[src/rtl/pbs_pkg.sv]
package pbs_pkg;
    typedef enum logic [2:0] {
        ST_S0 = 3'd0,
        ST_S1 = 3'd1,
        ST_S2 = 3'd2,
        ST_S3 = 3'd3,
        ST_S4 = 3'd4,
        ST_S5 = 3'd5,
        ST_G3 = 3'd7
    } pstate_e;

    localparam int SRC_PWR  = 0;
    localparam int SRC_SLP  = 1;
    localparam int SRC_RING = 2;
    localparam int NSRC     = 3;

    function automatic logic valid_sleep(input logic [2:0] typ);
        return (typ >= 3'd1) && (typ <= 3'd5);
    endfunction
endpackage

[src/rtl/pbs_debounce.sv]
module pbs_debounce #(
    parameter int DB_TICKS = 16
) (
    input  logic clk_i,
    input  logic rst_ni,
    input  logic tick_i,
    input  logic raw_ni,
    output logic lvl_o,
    output logic press_o
);
    localparam int CW = $clog2(DB_TICKS + 1);
    localparam logic [CW-1:0] LAST = CW'(DB_TICKS - 1);

    logic [1:0]    sync_q;
    logic          stable_q;
    logic          prev_q;
    logic [CW-1:0] cnt_q;
    logic          raw;

    assign raw = sync_q[1];

    always_ff @(posedge clk_i or negedge rst_ni) begin
        if (!rst_ni) begin
            sync_q   <= 2'b11;
            stable_q <= 1'b1;
            prev_q   <= 1'b1;
            cnt_q    <= '0;
        end else begin
            sync_q <= {sync_q[0], raw_ni};
            prev_q <= stable_q;
            if (raw == stable_q) begin
                cnt_q <= '0;
            end else if (tick_i) begin
                if (cnt_q == LAST) begin
                    stable_q <= raw;
                    cnt_q    <= '0;
                end else begin
                    cnt_q <= cnt_q + 1'b1;
                end
            end
        end
    end

    assign lvl_o   = ~stable_q;
    assign press_o = prev_q & ~stable_q;

    // the filtered level moves only on a tick
    p_db_tick_r2: assert property (@(posedge clk_i) disable iff (!rst_ni)
        !tick_i |=> $stable(stable_q));

    // an input that agrees with the level never disturbs it
    p_db_agree_r2: assert property (@(posedge clk_i) disable iff (!rst_ni)
        (raw == stable_q) |=> $stable(stable_q));
endmodule

[src/rtl/pbs_hold.sv]
module pbs_hold #(
    parameter int HOLD_TICKS = 4000
) (
    input  logic clk_i,
    input  logic rst_ni,
    input  logic tick_i,
    input  logic pressed_i,
    input  logic run_i,
    output logic fire_o
);
    localparam int HW = $clog2(HOLD_TICKS + 1);
    localparam logic [HW-1:0] LAST = HW'(HOLD_TICKS - 1);
    localparam logic [HW-1:0] TOP  = HW'(HOLD_TICKS);

    logic [HW-1:0] cnt_q;
    logic          fired_q;

    assign fire_o = pressed_i && run_i && tick_i && !fired_q && (cnt_q == LAST);

    always_ff @(posedge clk_i or negedge rst_ni) begin
        if (!rst_ni) begin
            cnt_q   <= '0;
            fired_q <= 1'b0;
        end else if (!pressed_i) begin
            cnt_q   <= '0;
            fired_q <= 1'b0;
        end else if (run_i && tick_i && !fired_q) begin
            cnt_q <= cnt_q + 1'b1;
            if (cnt_q == LAST) begin
                fired_q <= 1'b1;
            end
        end
    end

    // release always clears the count
    p_hold_clear_r6: assert property (@(posedge clk_i) disable iff (!rst_ni)
        !pressed_i |=> (cnt_q == '0));

    // the count saturates at the limit
    p_hold_max_r5: assert property (@(posedge clk_i) disable iff (!rst_ni)
        cnt_q <= TOP);

    // no progress outside S0
    p_hold_frozen_r6: assert property (@(posedge clk_i) disable iff (!rst_ni)
        (pressed_i && !run_i) |=> (cnt_q == $past(cnt_q)) || !$past(pressed_i));
endmodule

[src/rtl/pbs_fsm.sv]
module pbs_fsm
    import pbs_pkg::*;
(
    input  logic       clk_i,
    input  logic       rst_ni,
    input  logic       main_pwr_i,
    input  logic       pwr_ok_i,
    input  logic       sci_en_i,
    input  logic       ring_en_i,
    input  logic       pwr_press_i,
    input  logic       slp_press_i,
    input  logic       ring_press_i,
    input  logic       sw_sleep_i,
    input  logic [2:0] sw_typ_i,
    input  logic       ovr_fire_i,
    output pstate_e    state_o,
    output logic       sci_o,
    output logic       smi_o,
    output logic       wake_o,
    output logic       ovr_o,
    output logic       slp_req_o,
    output logic       brk_o
);
    pstate_e state_q, state_d;
    logic    sci_d, smi_d, wake_d, ovr_d, slp_d, brk_d;
    logic    sci_q, smi_q, wake_q, ovr_q, slp_q, brk_q;
    logic    ring_ev;

    assign ring_ev = ring_press_i && ring_en_i;

    always_comb begin
        state_d = state_q;
        sci_d   = 1'b0;
        smi_d   = 1'b0;
        wake_d  = 1'b0;
        ovr_d   = 1'b0;
        slp_d   = 1'b0;
        brk_d   = 1'b0;
        if (!main_pwr_i) begin
            state_d = ST_G3;
        end else begin
            unique case (state_q)
                ST_G3: begin
                    state_d = ST_S5;
                end
                ST_S0: begin
                    if (ovr_fire_i) begin
                        state_d = ST_S5;
                        ovr_d   = 1'b1;
                    end else begin
                        if (pwr_press_i) begin
                            sci_d = sci_en_i;
                            smi_d = !sci_en_i;
                        end
                        slp_d = slp_press_i;
                        brk_d = ring_ev;
                        if (sw_sleep_i && pwr_ok_i && valid_sleep(sw_typ_i)) begin
                            state_d = pstate_e'(sw_typ_i);
                        end
                    end
                end
                ST_S1, ST_S2, ST_S3, ST_S4: begin
                    if (ovr_fire_i) begin
                        state_d = ST_S5;
                        ovr_d   = 1'b1;
                    end else if (pwr_press_i || slp_press_i || ring_ev) begin
                        state_d = ST_S0;
                        wake_d  = 1'b1;
                    end
                end
                ST_S5: begin
                    if (pwr_press_i || ring_ev) begin
                        state_d = ST_S0;
                        wake_d  = 1'b1;
                    end
                end
                default: begin
                    state_d = ST_S5;
                end
            endcase
        end
    end

    always_ff @(posedge clk_i or negedge rst_ni) begin
        if (!rst_ni) begin
            state_q <= ST_S5;
        end else begin
            state_q <= state_d;
        end
    end

    always_ff @(posedge clk_i or negedge rst_ni) begin
        if (!rst_ni) begin
            sci_q  <= 1'b0;
            smi_q  <= 1'b0;
            wake_q <= 1'b0;
            ovr_q  <= 1'b0;
            slp_q  <= 1'b0;
            brk_q  <= 1'b0;
        end else begin
            sci_q  <= sci_d;
            smi_q  <= smi_d;
            wake_q <= wake_d;
            ovr_q  <= ovr_d;
            slp_q  <= slp_d;
            brk_q  <= brk_d;
        end
    end

    assign state_o   = state_q;
    assign sci_o     = sci_q;
    assign smi_o     = smi_q;
    assign wake_o    = wake_q;
    assign ovr_o     = ovr_q;
    assign slp_req_o = slp_q;
    assign brk_o     = brk_q;

    // power loss always lands in G3
    p_g3_entry_r7: assert property (@(posedge clk_i) disable iff (!rst_ni)
        !main_pwr_i |=> (state_q == ST_G3));

    // nothing is reported out of G3
    p_g3_quiet_r7: assert property (@(posedge clk_i) disable iff (!rst_ni)
        (state_q == ST_G3) |=> !(sci_q || smi_q || wake_q || ovr_q || slp_q || brk_q));

    // an override with power present ends in S5
    p_ovr_s5_r5: assert property (@(posedge clk_i) disable iff (!rst_ni)
        (main_pwr_i && ovr_fire_i) |=> (state_q == ST_S5));

    // a wake strobe coincides with S0
    p_wake_s0_r4: assert property (@(posedge clk_i) disable iff (!rst_ni)
        wake_q |-> (state_q == ST_S0));

    // the sleep button never drives the state to S5
    p_slp_not_s5_r8: assert property (@(posedge clk_i) disable iff (!rst_ni)
        (slp_press_i && !pwr_press_i && !ovr_fire_i && !sw_sleep_i && main_pwr_i
         && state_q != ST_S5 && state_q != ST_G3) |=> (state_q != ST_S5));
endmodule

[src/rtl/pwrbtn_seq.sv]
module pwrbtn_seq
    import pbs_pkg::*;
#(
    parameter int DB_TICKS   = 16,
    parameter int HOLD_TICKS = 4000
) (
    input  logic       clk_i,
    input  logic       rst_ni,
    input  logic       tick_i,
    input  logic       pwr_btn_ni,
    input  logic       slp_btn_ni,
    input  logic       ring_ni,
    input  logic       main_pwr_i,
    input  logic       pwr_ok_i,
    input  logic       sci_en_i,
    input  logic       ring_en_i,
    input  logic       sw_sleep_i,
    input  logic [2:0] sw_typ_i,
    output logic [2:0] state_o,
    output logic       btn_lvl_o,
    output logic       sci_o,
    output logic       smi_o,
    output logic       wake_o,
    output logic       ovr_o,
    output logic       slp_req_o,
    output logic       brk_irq_o
);
    logic [NSRC-1:0] raw_n;
    logic [NSRC-1:0] lvl;
    logic [NSRC-1:0] press;
    logic            ovr_fire;
    pstate_e         cur_state;

    assign raw_n[SRC_PWR]  = pwr_btn_ni;
    assign raw_n[SRC_SLP]  = slp_btn_ni;
    assign raw_n[SRC_RING] = ring_ni;

    for (genvar g = 0; g < NSRC; g++) begin : g_db
        pbs_debounce #(.DB_TICKS(DB_TICKS)) u_db (
            .clk_i   (clk_i),
            .rst_ni  (rst_ni),
            .tick_i  (tick_i),
            .raw_ni  (raw_n[g]),
            .lvl_o   (lvl[g]),
            .press_o (press[g])
        );
    end

    pbs_hold #(.HOLD_TICKS(HOLD_TICKS)) u_hold (
        .clk_i     (clk_i),
        .rst_ni    (rst_ni),
        .tick_i    (tick_i),
        .pressed_i (lvl[SRC_PWR]),
        .run_i     (cur_state == ST_S0),
        .fire_o    (ovr_fire)
    );

    pbs_fsm u_fsm (
        .clk_i        (clk_i),
        .rst_ni       (rst_ni),
        .main_pwr_i   (main_pwr_i),
        .pwr_ok_i     (pwr_ok_i),
        .sci_en_i     (sci_en_i),
        .ring_en_i    (ring_en_i),
        .pwr_press_i  (press[SRC_PWR]),
        .slp_press_i  (press[SRC_SLP]),
        .ring_press_i (press[SRC_RING]),
        .sw_sleep_i   (sw_sleep_i),
        .sw_typ_i     (sw_typ_i),
        .ovr_fire_i   (ovr_fire),
        .state_o      (cur_state),
        .sci_o        (sci_o),
        .smi_o        (smi_o),
        .wake_o       (wake_o),
        .ovr_o        (ovr_o),
        .slp_req_o    (slp_req_o),
        .brk_o        (brk_irq_o)
    );

    assign state_o   = cur_state;
    assign btn_lvl_o = lvl[SRC_PWR];
endmodule

[config.mk]
export PLATFORM = sky130hd
export DESIGN_NAME = pwrbtn_seq
export DESIGN_NICKNAME = d
export VERILOG_FILES = /design/src/rtl/pbs_pkg.sv /design/src/rtl/pbs_debounce.sv /design/src/rtl/pbs_hold.sv /design/src/rtl/pbs_fsm.sv /design/src/rtl/pwrbtn_seq.sv
export SDC_FILE = /design/constraint.sdc
export NUM_CORES = 1
export LEC_CHECK = 0
export BUFFER_PORTS_ARGS = -buffer_cell sky130_fd_sc_hd__buf_4
export CORE_AREA = 2 2 67 69
export DETAILED_ROUTE_END_ITERATION = 8
export DIE_AREA = 0 0 69 71
export PLACE_DENSITY = 0.8
export SETUP_SLACK_MARGIN = 0.3
export SYNTH_ARGS = -nofsm -noshare
export SYNTH_HDL_FRONTEND = slang
export SYNTH_HIERARCHICAL = 1
export SYNTH_SLANG_ARGS = --single-unit
[constraint.sdc]
create_clock -name clk_i -period 2.6 [get_ports clk_i]
set_input_delay 0.78 -clock clk_i [delete_from_list [all_inputs] [get_ports clk_i]]
set_output_delay 0.78 -clock clk_i [all_outputs]
set_load 0.02 [all_outputs]
# Word-level counts from Yosys, hierarchy flattened
# Index checks and enable logic that the tools add are counted.
[word_totals]
ff_bits = 49
elab_cells = 122
[classes]
addsub = 4
magnitude_cmp = 2
eq_ne = 15
mux = 43
n_bitwise = 9
n_reduce_logical = 28
[ops]
columns = ["op", "n"]
rows = [
  ["$mux W5", 9],
  ["$mux W1", 24],
  ["$mux W12", 2],
  ["$mux W3", 6],
  ["$add A5 B1 Y5 const B", 3],
  ["$eq A5 B4 Y1 const B", 3],
  ["$add A12 B1 Y12 const B", 1],
  ["$eq A12 B12 Y1 const B", 1],
  ["$reduce_and A3 Y1", 4],
  ["$logic_and A1 B1 Y1", 10],
  ["$reduce_bool A2 Y1", 5],
  ["$pmux W3 S3", 1],
  ["$ne A4 B3 Y1 const B", 2],
  ["$eq A3 B2 Y1 const B", 2],
  ["$eq A3 B3 Y1 const B", 2],
  ["$not A1 Y1", 6],
  ["$reduce_or A5 Y1", 1],
  ["$reduce_or A4 Y1", 1],
  ["$and A1 B1 Y1", 3],
  ["$eq A1 B1 Y1", 3],
  ["$eq A3 B1 Y1 const B", 1],
  ["$ge A3 B1 Y1 const B", 1],
  ["$le A3 B3 Y1 const B", 1],
  ["$logic_not A3 Y1", 1],
  ["other kinds (5)", 8],
]

# Logic depth before layout (Yosys ltp)
# Gate-level depths: netlist of the first run.
[depth]
word_depth = 8
ltp_mapped = 9
ltp_nobuf = 8

# By module
# Netlist of the first run, hierarchy kept.
[modules_own_cells]
columns = ["module", "n_inst", "cells_per_inst", "area_per_inst_um2"]
rows = [
  ["pbs_debounce", 3, 33, 382.9],
  ["pbs_hold", 1, 69, 719.4],
  ["pbs_fsm", 1, 40, 461.7],
  ["pwrbtn_seq", 1, 1, 10.0],
]

# Worst setup path before layout of the first run
# OpenSTA, ideal clock, no wires.
[synth_timing]
path_type = "reg2reg"
from = "reg u_fsm.state_q[1] (netlist: u_fsm/state_o[1])"
to = "reg u_fsm.state_q[1] (netlist: u_fsm/state_o[1])"
setup_time_ps = 125
arrival_ps = 2360
slack_ps = 115
path_stages_with_launch = 10
period_less_slack_ps = 2485
cell_sequence = "dfrtp_1 -> nor3_2 -> nand3b_4 -> buf_6 -> nor4_2 -> and2_1 -> or2_2 -> a21oi_1 -> a32o_2 -> mux2_2"
[synth_via]
elab_chain_cells = 8
[synth_rtl]
columns = ["element", "line_no", "rtl"]
rows = [
  ["from (decl)", "pbs_fsm.sv:24", "pstate_e state_q, state_d;"],
  ["from (signal assigned)", "pbs_fsm.sv:88", "state_q <= state_d;"],
  ["$logic_not A3 Y1 *", "pwrbtn_seq.sv:54", ".run_i (cur_state == ST_S0),"],
  ["$logic_and A1 B1 Y1 * (4 in series)", "pbs_hold.sv:18", "assign fire_o = pressed_i && run_i && tick_i && !fired_q && (cnt_q == LAST);"],
  ["via ovr_fire", "pwrbtn_seq.sv:31", "logic ovr_fire;"],
  ["$mux W3 (on tied branches)", "pbs_fsm.sv:63, pbs_fsm.sv:47", ""],
  ["$pmux W3 S3", "pbs_fsm.sv:42", "unique case (state_q)"],
  ["$mux W3", "pbs_fsm.sv:39", "if (!main_pwr_i) begin"],
]
# Mark *: on every way through the listed nets, which the timed path passes. The rest lies on a longest branch.
# A chain may end at the register's enable or synchronous reset.

# Final worst setup path of the first run
# Ends and elaborated chain as after synthesis.

==> results of run 1 <==
-- sequential cells by signal (all words and copies together) (netlist names) --
| signal | count |
|---|---|
| u_fsm/wake_o | 1 |
| g_db.u_db/prev_q | 3 |
| u_fsm/smi_o | 1 |
| u_fsm/ovr_o | 1 |
| u_fsm/slp_req_o | 1 |
| u_hold/cnt_q | 12 |
| u_fsm/sci_o | 1 |
| g_db.u_db/stable_q | 3 |
| g_db.u_db/sync_q | 6 |
| u_fsm/brk_o | 1 |
| u_fsm/state_o | 3 |
| u_hold/fired_q | 1 |
| g_db.u_db/cnt_q | 15 |
-- cells in the final DEF, fill, tap and decap left out, types with 3 or more instances in the layout --
| cell | n |
|---|---|
| sky130_fd_sc_hd__a21oi_1 | 13 |
| sky130_fd_sc_hd__a311oi_1 | 3 |
| sky130_fd_sc_hd__a41oi_1 | 4 |
| sky130_fd_sc_hd__buf_4 | 31 |
| sky130_fd_sc_hd__clkbuf_8 | 6 |
| sky130_fd_sc_hd__dfrtp_1 | 33 |
| sky130_fd_sc_hd__dfstp_2 | 14 |
| sky130_fd_sc_hd__ha_1 | 4 |
| sky130_fd_sc_hd__inv_1 | 7 |
| sky130_fd_sc_hd__mux2_1 | 3 |
| sky130_fd_sc_hd__mux2_2 | 3 |
| sky130_fd_sc_hd__mux2i_1 | 4 |
| sky130_fd_sc_hd__nand2_1 | 24 |
| sky130_fd_sc_hd__nand2b_1 | 3 |
| sky130_fd_sc_hd__nand3_1 | 9 |
| sky130_fd_sc_hd__nand3b_1 | 3 |
| sky130_fd_sc_hd__nand4_1 | 3 |
| sky130_fd_sc_hd__nand4b_2 | 3 |
| sky130_fd_sc_hd__nor2_1 | 10 |
| sky130_fd_sc_hd__nor2_2 | 3 |
| sky130_fd_sc_hd__nor2b_1 | 3 |
| sky130_fd_sc_hd__nor4_1 | 4 |
| sky130_fd_sc_hd__o21ai_0 | 8 |
| sky130_fd_sc_hd__o31ai_1 | 3 |
| sky130_fd_sc_hd__or4_1 | 3 |
| sky130_fd_sc_hd__xnor2_1 | 3 |
| sky130_fd_sc_hd__xor2_1 | 5 |
-- worst max-delay path, delay by kind of cell (launching register included) --
kind             cells  cell delay, ns
AND/OR/NAND/NOR      5            0.98
flip-flops           1            0.48
AO/OA/AOI/OAI        2            0.34
multiplexers         1            0.27
-- worst paths after layout --
check,slack (ns),cells after the start,endpoint,start
worst max-delay path,0.42,8,u_fsm/state_o[1]$_DFFE_PN0P_,u_fsm/state_o[1]$_DFFE_PN0P_
worst min-delay path,0.36,0,g_db[2].u_db/sync_q[1]$_DFF_PN1_,g_db[2].u_db/sync_q[0]$_DFF_PN1_
worst max register to register,0.42,8,u_fsm/state_o[1]$_DFFE_PN0P_,u_fsm/state_o[1]$_DFFE_PN0P_
worst min register to register,0.36,0,g_db[2].u_db/sync_q[1]$_DFF_PN1_,g_db[2].u_db/sync_q[0]$_DFF_PN1_
max in group asynchronous,1.69,1,u_fsm/state_o[1]$_DFFE_PN0P_,rst_ni
min in group asynchronous,0.47,1,u_fsm/slp_req_o$_DFF_PN0_,rst_ni
-- per-layer routing --
| layer | wire, um | global-route usage |
|---|---|---|
| met4 | 136 | 0.118 |
| met1 | 1940 | 0.234 |
| met3 | 218 | 0.0427 |
| met2 | 2160 | 0.311 |
| met5 | 0 | 0 |
-- through the flow --
step / hold WS, ns / total power, W
CTS: 0.361 / 0.00177
floorplan: 0.345 / 0.00109
global placement: 0.347 / 0.00119
finish: 0.357 / 0.00175
detailed placement: 0.347 / 0.00120
global route: 0.365 / 0.00183
-- area by class of cell --
type | count | share of cell area
clock inverters | 2 | 0.0136
inverters | 7 | 0.00952
repair buffers | 31 | 0.0844
multi-input cells | 149 | 0.387
flip-flops and latches | 49 | 0.452
well taps | 52 | 0.0236
clock buffers | 6 | 0.0299
-- where the power goes --
| group | total, W | switching, W | internal (W) |
|---|---|---|---|
| Clock | 0.000560 | 0.000248 | 0.000313 |
| Sequential | 0.000915 | 0.0000876 | 0.000827 |
| Combinational | 0.000275 | 0.000144 | 0.000132 |
-- timing repair --
item	CTS	global route
pin swaps	0	2
gates resized for setup	0	2
setup endpoints to repair	3	3
buffers inserted	3	3
==> results.yml, run 1 <==
placement:
  detailed_place.area_sq_mm: 0.00259
  buffer_ports.inserted: 23
  gp_congestion: 0.837
  placed_insts: 282
  place_ws_ns: 0.255
  detailedPlacementHpwl_um: 2970
timing:
  min_period_ns: 2.18
  finalHoldViolations: 0
  report.final.setup_viol: 0
  setup_ws_ns: 0.421
  max_clock_freq_mhz: 459
  fin_skew_ns: 0.00536
  rsz_0062_raised_after_global_routing: "false"
  fin_tns_setup_ns: 0
  post-route-period-util: 0.838
  slew_headroom: 0.602
  tightest_slew_ns: 0.597
  drv_slew: 0
setup_path:
  arr_time_crit_path_ns: 2.37
  critical_path.cell_chain: "nor3_4, nand3b_4, nor4_4, and2_4, or2_2, a21oi_1, a32o_2, mux2_2"
  cp-start-kind: "register"
  worst_setup_path_end_kind: "register"
  worst_ep_required_time_ns: 2.79
  critical_path_max_stage_delay_ns: 0.48
  worst-setup-path-type: "reg2reg"
  critPathSlowestCell: "sky130_fd_sc_hd__dfrtp_2"
  cp_max_fo: 8
grt:
  global_route.usage.total: 0.191
  number_of_global_route_vias_before_repair: 1680
  grt_max_degree: 50
  grt_antenna_before_repair: 0
  first_pass_grt_wire_length_um: 7430
  globalRouteOverflowTotal: 0
cts:
  htree_levels: 2
  clk_root_buf: "sky130_fd_sc_hd__clkbuf_8"
  clock_transition_at_the_registers_of_the_reported_paths_ns: 0.09
  cts_inserted_buffers: 5
  cts_hold_repair_buffers: 0
  worstSkewPairLatency_ns: 0.30
  cts.sink_count: 49
  clockBufferDepth: 2
  clock_tree_from_tritoncts: "built"
run:
  maxCapViolations: 0
cells_and_area:
  fill_cells: 330
  post-route-cell-area_sq_mm: 0.00276
  layout.area.seq_sq_mm: 0.00125
  drive_above_1_share: 0.340
  nets: 261
  fin_cells: 296
  multi_input_combinational_cell_area_sq_mm: 0.00107
  ant_diodes: 0
  final_core_utilization: 0.656
  area.growth.synth_to_final_pct: 18.3
route:
  drt-wirelength-per-cell_um: 15.0
  final_wirelength_um: 4450
  detailroute.via_count: 1718
  antenna_violating_nets_post_route: 0
  via_per_inst: 5.80
  drt-initial-drc-count: 106
  drt_pre_antenna_iters: 4
  drcViolationCount: 0
synthesis:
  syn-mean-instance-area_sq_um: 11.3
  netlist_area_sq_mm: 0.00233
  synthesis.nets: 225
  synthesis.yosys.warnings: 6
  synth_cells: 207
status:
  status: "complete, no violations"
die:
  initial_utilization: 0.555
  coreArea_sq_mm: 0.00420
  std_cell_rows: 24
  floorplan.die.width_um: 69
  fp.dieArea_sq_mm: 0.00490
  die_height_um: 71
  ioPinCount: 24
power_and_ir_drop:
  power_per_cell_area_mw_per_mm2: 635
  leakage_power_figure_nw: 1.31
  peakVddDrop_uv: 315
hold_path:
  holdCritPathClass: "reg2reg"
Note: power is estimated with default switching activity, not from simulation.
==> run 2, diff against run 1 <==
--- a/config.mk
+++ b/config.mk
@@ -5,11 +5,12 @@
 export SDC_FILE = /design/constraint.sdc
 export NUM_CORES = 1
 export LEC_CHECK = 0
+export ABC_AREA = 1
 export BUFFER_PORTS_ARGS = -buffer_cell sky130_fd_sc_hd__buf_4
-export CORE_AREA = 2 2 67 69
+export CORE_AREA = 2 2 72 74
 export DETAILED_ROUTE_END_ITERATION = 8
-export DIE_AREA = 0 0 69 71
-export PLACE_DENSITY = 0.8
+export DIE_AREA = 0 0 74 76
+export PLACE_DENSITY = 0.77
 export SETUP_SLACK_MARGIN = 0.3
 export SYNTH_ARGS = -nofsm -noshare
 export SYNTH_HDL_FRONTEND = slang
==> constraint.sdc (replaced) <==
create_clock -name clk_i -period 1.95 [get_ports clk_i]
set_input_delay 0.585 -clock clk_i [delete_from_list [all_inputs] [get_ports clk_i]]
set_output_delay 0.585 -clock clk_i [all_outputs]
set_load 0.02 [all_outputs]
==> results.yml, run 2 <==
setup_path:
  cp-start-kind: "register"
  worst_ep_required_time_ns: 1.36
  path_delay_family: "flip-flops"
  critPathSlowestCell: "sky130_fd_sc_hd__dfstp_2"
  critical_path_buf_inv_count: 3
  critical_path.cell_chain: "inv_2, buf_8, buf_6"
  critical_path_max_stage_delay_ns: 0.56
  cp_max_fo: 2
  worst_setup_path_end_kind: "primary output"
  arr_time_crit_path_ns: 1.14
  worst-setup-path-type: "reg2out"
  reg2reg_setup_slack_ns: 0.23
cts:
  cts_hold_repair_buffers: 0
  clk_root_buf: "sky130_fd_sc_hd__clkbuf_8"
  clock_tree_from_tritoncts: "built"
  clockBufferDepth: 2
  clock_transition_at_the_registers_of_the_reported_paths_ns: 0.09
  htree_levels: 2
  cts.sink_count: 49
  worstSkewPairLatency_ns: 0.30
  cts_inserted_buffers: 5
synthesis:
  yosys-top-cells-area: "sky130_fd_sc_hd__dfrtp_1, sky130_fd_sc_hd__nand2_1, sky130_fd_sc_hd__dfstp_2"
  synthesis.nets: 344
  syn-mean-instance-area_sq_um: 7.71
  netlist.area_leader.share: 0.349
  netlist_area_sq_mm: 0.00251
  netlist_top_cells_count: "sky130_fd_sc_hd__nand2_1, sky130_fd_sc_hd__nor2_1, sky130_fd_sc_hd__inv_1"
  synth-async-reset-ratio: 1.00
  ys_dominant_reg_cell: "sky130_fd_sc_hd__dfrtp_1"
  yosysMostFrequentCell: "sky130_fd_sc_hd__nand2_1"
  yosys.cell_types.count: 23
  synth_cells: 326
  synth-edff-count: 0
  ys_ff_latch: 49
  synth.yosys.seq_area_share: 0.495
  synthDominantAreaCellType: "sky130_fd_sc_hd__dfrtp_1"
  synthesis.yosys.warnings: 6
timing:
  slew_headroom: 0.607
  report.final.setup_viol: 0
  finalHoldViolations: 0
  max_clock_freq_mhz: 578
  rsz_0062_raised_after_global_routing: "true"
  hold_slack_ns: 0.276
  post-route-period-util: 0.887
  fin_skew_ns: 0.00653
  tightest_slew_ns: 0.590
  drv_slew: 0
  min_period_ns: 1.73
  fin_tns_setup_ns: 0
cells_and_area:
  final_common_cell: "sky130_fd_sc_hd__nand2_1"
  regMostFlops: "g_db.u_db/cnt_q"
  reg_top3: "g_db.u_db/cnt_q: 15 flops, u_hold/cnt_q: 12 flops, g_db.u_db/sync_q: 6 flops"
  nets: 390
  post-route-cell-area_sq_mm: 0.00304
  fill_cells: 441
  multi_input_combinational_cell_area_sq_mm: 0.00113
  layout.area.seq_sq_mm: 0.00124
  most-common-layout-cells: "sky130_fd_sc_hd__nand2_1, sky130_fd_sc_hd__nor2_1, sky130_fd_sc_hd__buf_4"
  ant_diodes: 0
  area.growth.synth_to_final_pct: 21.1
  largest_reg_flops: 15
  drive_above_1_share: 0.268
placement:
  gp_congestion: 0.881
  detailed_place.area_sq_mm: 0.00281
  detailedPlacementHpwl_um: 3460
  buffer_ports.inserted: 23
die:
  initial_utilization: 0.511
  floorplan.die.width_um: 74
  fp.dieArea_sq_mm: 0.00562
  std_cell_rows: 26
  coreArea_sq_mm: 0.00491
  ioPinCount: 24
  die_height_um: 76
hold_path:
  holdCritPathClass: "in2async"
grt:
  global_route.usage.total: 0.194
  globalRouteOverflowTotal: 0
  number_of_global_route_vias_before_repair: 2070
  grt_antenna_before_repair: 0
  first_pass_grt_wire_length_um: 8630
  grt_max_degree: 50
route:
  drt-wirelength-per-cell_um: 11.2
  drt_pre_antenna_iters: 7
  drt-initial-drc-count: 103
  antenna_violating_nets_post_route: 0
  drcViolationCount: 0
  detailroute.via_count: 2206
  final_wirelength_um: 4980
  via_per_inst: 4.98
power_and_ir_drop:
  power_per_cell_area_mw_per_mm2: 793
  peakVddDrop_uv: 604
  leakage_power_figure_nw: 1.55
run:
  maxCapViolations: 0
status:
  status: "complete, no violations"
-- run 2: through the flow --
step,cells,utilization,setup slack (ns),total power [W]
finish,443,0.619,0.220,0.00241
floorplan,326,-,0.220,0.00155
global route,443,0.619,0.114,0.00254
detailed placement,420,0.572,0.0756,0.00172
global placement,420,0.572,0.176,0.00170
CTS,440,0.613,0.219,0.00239
-- run 2: final timing paths --
| kind | startpoint | to | cells past startpoint |
|---|---|---|---|
| worst max-delay path | g_db[0].u_db/stable_q$_DFFE_PN1P_ | btn_lvl_o | 3 |
| worst min-delay path | rst_ni | g_db[0].u_db/cnt_q[3]$_DFFE_PN0P_ | 1 |
| worst max register to register | u_fsm/state_o[1]$_DFFE_PN0P_ | u_fsm/state_o[1]$_DFFE_PN0P_ | 15 |
| worst min register to register | g_db[1].u_db/sync_q[0]$_DFF_PN1_ | g_db[1].u_db/sync_q[1]$_DFF_PN1_ | 0 |
| max in group asynchronous | rst_ni | u_fsm/state_o[1]$_DFFE_PN0P_ | 1 |
| min in group clk_i | g_db[1].u_db/sync_q[0]$_DFF_PN1_ | g_db[1].u_db/sync_q[1]$_DFF_PN1_ | 0 |
-- run 2: what timing repair did --
item,in CTS,in global routing
setup buffers,12,3
gates resized for setup,7,5
endpoints found under the setup margin,9,9
pin swaps,8,11
-- run 2: area by class of cell --
type | count | share of cell area
Clock buffer | 7 | 0.0251
Clock inverter | 1 | 0.00164
Sequential cell | 49 | 0.409
Inverter | 47 | 0.0588
Multi-Input combinational cell | 229 | 0.373
Timing Repair Buffer | 40 | 0.104
Tap cell | 70 | 0.0288
-- run 2: routing by layer --
layer  vias to the layer above  GRT usage  wire length, um
met1                      1015      0.237             2210
met4                         0     0.0964              168
li1                       1111          -                -
met3                        19     0.0463              221
met2                        61      0.316             2380
met5                         -          0                0
-- run 2: kinds of logic (layout without fill, tap and decap cells) --
group | count (synthesis) | after routing | synth area share
AO/OA/AOI/OAI | 23 | 23 | 0.0488
adder cells (fa/ha/maj) | 4 | 4 | 0.0199
buffers and inverters | 48 | 95 | 0.0732
flip-flops | 49 | 49 | 0.495
AND/OR/NAND/NOR | 202 | 202 | 0.363
-- run 2: power by group --
group,switching (W),internal (W)
clock network,0.000324,0.000252
registers,0.0000516,0.00109
logic,0.000418,0.000275
total,0.000794,0.00162
==> run 3, diff against run 2 <==
--- a/config.mk
+++ b/config.mk
@@ -7,10 +7,11 @@
 export LEC_CHECK = 0
 export ABC_AREA = 1
 export BUFFER_PORTS_ARGS = -buffer_cell sky130_fd_sc_hd__buf_4
-export CORE_AREA = 2 2 72 74
+export CORE_AREA = 2 2 71 73
+export CTS_BUF_LIST = sky130_fd_sc_hd__clkbuf_8
 export DETAILED_ROUTE_END_ITERATION = 8
-export DIE_AREA = 0 0 74 76
-export PLACE_DENSITY = 0.77
+export DIE_AREA = 0 0 73 75
+export PLACE_DENSITY = 0.79
 export SETUP_SLACK_MARGIN = 0.3
 export SYNTH_ARGS = -nofsm -noshare
 export SYNTH_HDL_FRONTEND = slang
==> results.yml, run 3 (same netlist as run 2, synthesis figures left out) <==
hold_path:
  holdCritPathClass: "in2async"
setup_path:
  length_in_cells_of_the_worst_reg_to_reg_path: 9
  reg2reg_from: "g_db[0].u_db/stable_q$_DFFE_PN1P_"
  arr_time_crit_path_ns: 1.15
  worst_ep_required_time_ns: 1.36
  critPathSlowestCell: "sky130_fd_sc_hd__dfstp_2"
  cp_max_fo: 2
  cp-start-kind: "register"
  crit-reg2reg-capture: "u_fsm/state_o[0]$_DFFE_PN1P_"
  reg2reg_setup_slack_ns: 0.24
  timing.critical_path.mode_cell: "sky130_fd_sc_hd__buf_6"
  worst-setup-path-type: "reg2out"
  critical_path.cell_chain: "inv_4, buf_6, buf_6"
  critical_path_max_stage_delay_ns: 0.57
  worst_setup_path_end_kind: "primary output"
cts:
  clock_transition_at_the_registers_of_the_reported_paths_ns: 0.09
  clk_root_buf: "sky130_fd_sc_hd__clkbuf_8"
  clock_tree_from_tritoncts: "built"
  htree_levels: 2
  cts.sink_count: 49
  cts_hold_repair_buffers: 0
  worstSkewPairLatency_ns: 0.31
  cts_inserted_buffers: 5
  clockBufferDepth: 2
route:
  drt-wirelength-per-cell_um: 13.1
  drt-initial-drc-count: 176
  antenna_violating_nets_post_route: 0
  via_per_inst: 5.36
  top_layer: "met4"
  final_wirelength_um: 5710
  drt_pre_antenna_iters: 4
  detailroute.wirelength.met3_um: 286
  detailroute.via_count: 2336
  drcViolationCount: 0
  route.layer.met1.wl_um: 2340
  met2_wirelength_um: 2800
cells_and_area:
  nets: 399
  reg_top3: "g_db.u_db/cnt_q: 15 flops, u_hold/cnt_q: 12 flops, g_db.u_db/sync_q: 6 flops"
  final_common_cell: "sky130_fd_sc_hd__nand2_1"
  final_core_utilization: 0.677
  largest_reg_flops: 15
  post-route-cell-area_sq_mm: 0.00316
  fill_cells: 358
  ant_diodes: 0
  area.growth.synth_to_final_pct: 25.6
  regMostFlops: "g_db.u_db/cnt_q"
  drive_above_1_share: 0.301
  most-common-layout-cells: "sky130_fd_sc_hd__nand2_1, sky130_fd_sc_hd__buf_4, sky130_fd_sc_hd__nor2_1"
timing:
  slew_headroom: 0.598
  finalHoldViolations: 0
  drv_slew: 0
  rsz_0062_raised_after_global_routing: "true"
  max_clock_freq_mhz: 578
  min_period_ns: 1.73
  report.final.setup_viol: 0
  tightest_slew_ns: 0.602
  post-route-period-util: 0.887
  fin_skew_ns: 0.00920
  fin_tns_setup_ns: 0
grt:
  grt_max_degree: 50
  grt_antenna_before_repair: 0
  first_pass_grt_wire_length_um: 9140
  number_of_global_route_vias_before_repair: 2159
  global_route.usage.total: 0.221
  globalRouteOverflowTotal: 0
power_and_ir_drop:
  peakVddDrop_uv: 605
  leakage_power_figure_nw: 1.61
  power_per_cell_area_mw_per_mm2: 819
die:
  fp.dieArea_sq_mm: 0.00548
  std_cell_rows: 25
  floorplan.die.width_um: 73
  initial_utilization: 0.539
  ioPinCount: 24
  die_height_um: 75
  coreArea_sq_mm: 0.00466
placement:
  detailed_place.area_sq_mm: 0.00279
  buffer_ports.inserted: 23
  gp_congestion: 0.869
  detailedPlacementHpwl_um: 3470
status:
  status: "complete, no violations"
run:
  maxCapViolations: 0
==> run 3: layout make-up <==
| class | instances | area (sq um) | share of cell area |
|---|---|---|---|
| inverter | 47 | 181 | 0.0575 |
| clock buffer | 5 | 68.8 | 0.0218 |
| multi-input combinational | 229 | 1160 | 0.369 |
| timing repair buffer | 49 | 387 | 0.122 |
| clock inverter | 3 | 42.5 | 0.0135 |
| sequential | 49 | 1240 | 0.394 |
| tap | 54 | 67.6 | 0.0214 |
==> run 3: how the worst max path moves through the flow <==
| stage | from | endpoint | slack (ns) |
|---|---|---|---|
| 2_1_floorplan | u_fsm/state_o[0]$_DFFE_PN1P_ | u_fsm/state_o[1]$_DFFE_PN0P_ | 0.22 |
| 3_3_place_gp | u_fsm/state_o[1]$_DFFE_PN0P_ | u_fsm/state_o[1]$_DFFE_PN0P_ | 0.18 |
| 3_5_place_dp | u_fsm/state_o[1]$_DFFE_PN0P_ | u_fsm/state_o[0]$_DFFE_PN1P_ | 0.12 |
| 4_1_cts | g_db[0].u_db/stable_q$_DFFE_PN1P_ | btn_lvl_o | 0.21 |
| 5_1_grt | u_fsm/state_o[1]$_DFFE_PN0P_ | u_fsm/state_o[1]$_DFFE_PN0P_ | 0.14 |
| 6_report | g_db[0].u_db/stable_q$_DFFE_PN1P_ | btn_lvl_o | 0.22 |
==> run 3: power breakdown <==
part	total (W)	internal [W]	switching [W]
Sequential	0.00114	0.00109	0.0000540
Clock	0.000721	0.000380	0.000341
Combinational	0.000719	0.000291	0.000429
==> run 3: metrics by stage <==
stage,total power [W],hold WS [ns],std cells,setup WS (ns)
after floorplan,0.00155,0.289,326,0.220
after global placement,0.00170,0.345,404,0.178
after detailed placement,0.00172,0.349,404,0.118
after CTS,0.00256,0.298,431,0.212
after global routing,0.00272,0.336,436,0.139
final,0.00259,0.291,436,0.220
==> run 3: routing by layer <==
metal / vias up / global-route usage
met2: 84 / 0.367
met1: 1099 / 0.255
met3: 21 / 0.0495
met4: 0 / 0.154
met5: - / 0
li1: 1132 / -
==> run 3: what timing repair did <==
action | CTS | global route
hold endpoints to repair | 0 | 0
pin swaps | 6 | 14
cloned | 0 | 0
buffers inserted | 19 | 5
resized for setup | 7 | 13
endpoints found under the setup margin | 8 | 12
==> run 3: worst max-delay path: cells and delay by family (launching register included) <==
kind | cells | cell delay (ns)
buffers and inverters | 3 | 0.28
flip-flops | 1 | 0.57
